File: src/rtl/radix_lane_adder.sv
module radix_lane_adder #(
  parameter int LANES = 8,
  parameter int DW    = 16
) (
  input  logic                clk,
  input  logic                rst_n,
  input  logic                in_valid,
  input  logic [LANES*DW-1:0] a_digits,
  input  logic [LANES*DW-1:0] b_digits,
  input  logic [DW:0]         radix,
  input  logic                carry_in,
  output logic                out_valid,
  output logic [LANES*DW-1:0] sum_digits,
  output logic                carry_out
);
  localparam int RW = DW + 1;

  logic [LANES-1:0]    gen_v;
  logic [LANES-1:0]    prop_v;
  logic [LANES:0]      carry_v;
  logic [LANES*DW-1:0] lane_res;

  // single-step resolution: bit i is the carry entering lane i
  assign carry_v = ({1'b0, prop_v | gen_v} + {1'b0, gen_v} + {{LANES{1'b0}}, carry_in})
                   ^ {1'b0, prop_v};

  for (genvar i = 0; i < LANES; i++) begin : g_lane
    logic [RW-1:0] raw;
    logic [RW-1:0] tot;
    logic [RW-1:0] red;

    assign raw       = {1'b0, a_digits[i*DW +: DW]} + {1'b0, b_digits[i*DW +: DW]};
    assign gen_v[i]  = raw >= radix;
    assign prop_v[i] = raw == (radix - {{(RW-1){1'b0}}, 1'b1});
    assign tot       = raw + {{(RW-1){1'b0}}, carry_v[i]};
    assign red       = (tot >= radix) ? (tot - radix) : tot;
    assign lane_res[i*DW +: DW] = red[DW-1:0];

    assert_digit_in_range_R3: assert property (@(posedge clk) disable iff (!rst_n)
      (in_valid && ({1'b0, a_digits[i*DW +: DW]} < radix) && ({1'b0, b_digits[i*DW +: DW]} < radix))
        |-> ({1'b0, lane_res[i*DW +: DW]} < radix));
    assert_generate_carries_R4: assert property (@(posedge clk) disable iff (!rst_n)
      (in_valid && gen_v[i]) |-> carry_v[i+1]);
    assert_propagate_passes_R5: assert property (@(posedge clk) disable iff (!rst_n)
      (in_valid && prop_v[i] && !gen_v[i]) |-> (carry_v[i+1] == carry_v[i]));
    assert_quiet_lane_kills_R5: assert property (@(posedge clk) disable iff (!rst_n)
      (in_valid && !prop_v[i] && !gen_v[i]) |-> !carry_v[i+1]);
  end

  always_ff @(posedge clk) begin
    if (!rst_n) begin
      out_valid  <= 1'b0;
      sum_digits <= '0;
      carry_out  <= 1'b0;
    end else begin
      out_valid <= in_valid;
      if (in_valid) begin
        sum_digits <= lane_res;
        carry_out  <= carry_v[LANES];
      end
    end
  end

  assert_lane0_carry_in_R6: assert property (@(posedge clk) disable iff (!rst_n)
    in_valid |-> (carry_v[0] == carry_in));
  assert_valid_follows_R2: assert property (@(posedge clk) disable iff (!rst_n)
    in_valid |=> out_valid);
  assert_valid_drops_R2: assert property (@(posedge clk) disable iff (!rst_n)
    !in_valid |=> !out_valid);
  assert_hold_when_idle_R9: assert property (@(posedge clk) disable iff (!rst_n)
    (!in_valid && $past(rst_n)) |=> ($stable(sum_digits) && $stable(carry_out)));
endmodule

File: config.mk
export PLATFORM = sky130hd
export DESIGN_NAME = radix_lane_adder
export DESIGN_NICKNAME = d
export VERILOG_FILES = /design/src/rtl/radix_lane_adder.sv
export SDC_FILE = /design/constraint.sdc
export NUM_CORES = 1
export LEC_CHECK = 0
export CORE_MARGIN = 5
export CORE_UTILIZATION = 30
export CTS_CLUSTER_DIAMETER = 50
export CTS_CLUSTER_SIZE = 30
export DETAILED_ROUTE_END_ITERATION = 12
export PLACE_DENSITY = 0.56
export SETUP_SLACK_MARGIN = 0.2
export SYNTH_ARGS = -nofsm -noshare
export SYNTH_HDL_FRONTEND = slang
export SYNTH_SLANG_ARGS = --single-unit
File: constraint.sdc
create_clock -name clk -period 11.5 [get_ports clk]
set_input_delay 1.725 -clock clk [delete_from_list [all_inputs] [get_ports clk]]
set_output_delay 1.725 -clock clk [all_outputs]
set_load 0.05 [all_outputs]
==> summary.md <==
| Metric | Value |
|---|---|
| Max IR drop VDD | 130.5 uV |
| Top post-synthesis cells by area | ha_1 (21%), dfxtp_1 (10%), xnor2_1 (9.5%), xor2_1 (5.7%), a21oi_1 (4.4%) |
| Number of antenna violations at the first check in global routing | 1 |
| CTS resizes | 0 |
| Dpl cells | 4662 |
| Least-Margin Pin Slew | 994.6 ps |
| Post-synth EDFFs | 0 |
| Dpl hpwl | a little over 80 mm |
| Global Route Usage Sum | 0.2179 |
| WP data arrival | roughly 11000 ps |
| Clock buffer depth | 2 |
| Ports | ~410 |
| Max-slew violation count | 0 |
| PortBufs | just over 400 |
| Die area | slightly below 0.09 mm2 |
| Crit-path leading delay family | compound AO/OA/AOI/OAI gates |
| CP required | approximately 12000 ps |
| Fin cells | between 4000 and 5000 |
| Post-synthesis average cell area | 7.794 um2 |
| Global-route wire length before repair | 149.6 mm |
| Pwr/cell area | approximately 130 mW/mm2 |
| Setup repair bufs after CTS | 0 |
| CTS tree | done |
| Syn nets | approximately 3900 |
| Mux contribution to synthesized area | 0.03705 |
| Fin. Hold Viols | 0 |
| Synth area leader | ha_1 |
| Clock slew at reported path FFs | about 60 ps |
| RSZ-0062 raised after global routing | false |
| Max_cap viols | 0 |
| Clk_skew | 0 ps |
| First-pass DRT Iterations | 5 |
| Lkg Pwr | approximately 14 nW |
| Final worst slack | around 1100 ps |
| Crit start category | primary input |
| Buffers plus inverters on the worst setup path | 3 |
| Post-Synthesis Cells | 3193 |
| # rows | ~110 |
| Period utilisation layout | 0.9013 |
| TritonCTS sink count | 130 |
| Reg area | around 0.0026 mm2 |
| Endpoints failing setup | 0 |
| Layout Nets | roughly 4300 |
| Crit path capture type | register |
| Simple-gate share of the synthesized area | 0.1925 |
| Crit path max fanout | 19 |
| Synth warn | 0 |
| Share of cells above drive strength 1 | 0.04389 |
| Via density | around 5.4 |
| Most used DFF post-synth | dfxtp_1 |
| Area Growth Syn to Fin | 25.22% |
| Starting Density | 0.3026 |
| DRC viols | 0 |
| Slowest stage delay, CP | between 400 and 500 ps |
| Initial detailed-routing violation count | between 1500 and 2000 |
| Post-Synth Adder-Cell Area | 0.2235 |
| Fin Setup TNS | 0 ps |
| Post-synth cell types | 85 |
| Die H | around 300 um |
| GRT overflow | 0 |
| Crit path time final | between 10000 and 15000 ps |
| Power Total | between 4 and 5 mW |
| Critical path's most frequent cell | ha_1 |
| Clock buffer count from CTS | 17 |
| Yosys reg bits | between 100 and 150 |
| H-tree depth | 4 |
| Hold_ws | 471.2 ps |
| Synth Area in Compound Gates | 0.2365 |
| Outcome | finished clean |
| Crit-path slowest cell | a311oi_1 |
| Post-synth ARST share | 0 |
| Synth top area share | 0.2106 |
| Clk_lat worst skew | approximately 490 ps |
| Hold buffers post-CTS | 0 |
| DR vias | about 25000 |
| WL final | between 100 and 150 mm |
| Final ANT Viol Nets | 0 |
| DR WL/cell | 21.50 um |
| Vias in the first global route | 24270 |
| Post-Synthesis Cell Area | 0.02489 mm2 |
| Area of the multi-input gates | 0.02145 mm2 |
| Setup CP Type | in -> reg |
| Final core utilization | 0.3789 |
| Design area | 0.03116 mm2 |
| DP Worst Slack | 530.3 ps |
| Fillers | about 8500 |
| DP Area | 0.03056 mm2 |
| Placer Congestion | between 0.8 and 0.9 |
| Largest family of logic cells by synthesized area | compound AO/OA/AOI/OAI gates |
| Register area share after synthesis | 0.1046 |
| Achievable Freq | a little under 100 MHz |
| Core area | a little over 0.08 mm2 |
| Pin count of the biggest net entering global routing | about 130 |
| HP Class | reg -> reg |
| Synth Area in XOR/XNOR | 0.1706 |
| Root buffer cell | clkbuf_16 |
| Die W | 298.0 um |
| Slew HR | 0.3369 |
registers in the layout, indices dropped and copies added, names as in the netlist:
name	cells
sum_digits	128
carry_out	1
out_valid	1
final cells by class:
class / instances / area share
multi-input combinational: 2830 / 0.6884
clock buffer: 20 / 0.01433
sequential: 130 / 0.08351
tap: 1070 / 0.04296
clock inverter: 11 / 0.004938
inverter: 159 / 0.01919
timing repair buffer: 473 / 0.1465
antenna: 2 / 0.0001606
worst paths after layout:
kind / start / endpoint / slack, ps / cells past startpoint
setup reg to reg: sum_digits[118]$_SDFFE_PN0P_ / sum_digits[118]$_SDFFE_PN0P_ / 10700 / 2
hold / removal: sum_digits[80]$_SDFFE_PN0P_ / sum_digits[80]$_SDFFE_PN0P_ / 470 / 2
hold reg to reg: sum_digits[80]$_SDFFE_PN0P_ / sum_digits[80]$_SDFFE_PN0P_ / 470 / 2
setup / recovery: a_digits[0] / sum_digits[88]$_SDFFE_PN0P_ / 1130 / 40
cells by family (layout without fill, tap and decap cells):
| kind of cell | Yosys count | count (layout) |
|---|---|---|
| simple gates | 960 | 960 |
| compound gates | 888 | 888 |
| xor+xnor | 455 | 455 |
| fa+ha+maj | 435 | 435 |
| buf+inv | 233 | 663 |
| flops | 130 | 130 |
| mux | 92 | 92 |
| other cells | 0 | 2 |
report_power, final:
part	switching, mW	internal (mW)	total, mW
clock network	0.246	0.346	0.592
logic	1.79	1.23	3.02
registers	0.0488	0.524	0.572
per-layer routing:
layer,up-vias,global-route usage,share of wire
met5,-,0,0
met4,0,0.06576,0.029
met2,678,0.3745,0.47
met3,114,0.04420,0.058
li1,12660,-,-
met1,11860,0.2754,0.44
cells in the mapped netlist (11+ instances only):
library cell / number
a211o_1: 11
a211oi_1: 121
a21boi_0: 14
a21o_1: 127
a21oi_1: 218
a31o_2: 17
a31oi_1: 24
and2_1: 35
and3_1: 42
clkbuf_1: 64
dfxtp_1: 130
fa_1: 16
ha_1: 419
inv_1: 158
mux2i_1: 91
nand2_1: 181
nand2b_1: 33
nand3_1: 87
nand4_1: 69
nor2_1: 280
nor2b_1: 47
nor3_1: 73
nor4_1: 24
o211ai_1: 27
o21a_1: 32
o21ai_0: 168
o21bai_1: 22
or2_2: 12
or3_1: 21
xnor2_1: 270
xnor3_1: 11
xor2_1: 163
worst reg2reg max path: stages (launching register included):
cell      delay [ps]
dfxtp_1          430
nor2_1            70
a211oi_1         210
cell usage in the layout (no fill, tap or decap), types with 21 or more instances in the layout:
master             n
inv_1            157
xnor2_1          267
or3_1             21
nand2b_1          33
and2_1            35
ha_1             419
o21a_1            32
mux2i_1           91
a21o_1           127
buf_4             67
o211ai_1          27
a211oi_1         121
nand3_1           87
xor2_1           163
nand2_1          181
nand4_1           69
and3_1            42
nor2_1           280
nor4_1            24
dfxtp_1          130
clkdlybuf4s50_1  404
a21oi_1          218
a31oi_1           23
nor3_1            73
o21bai_1          22
nor2b_1           47
o21ai_0          162
No activity file was read; power rests on OpenSTA's default activity.
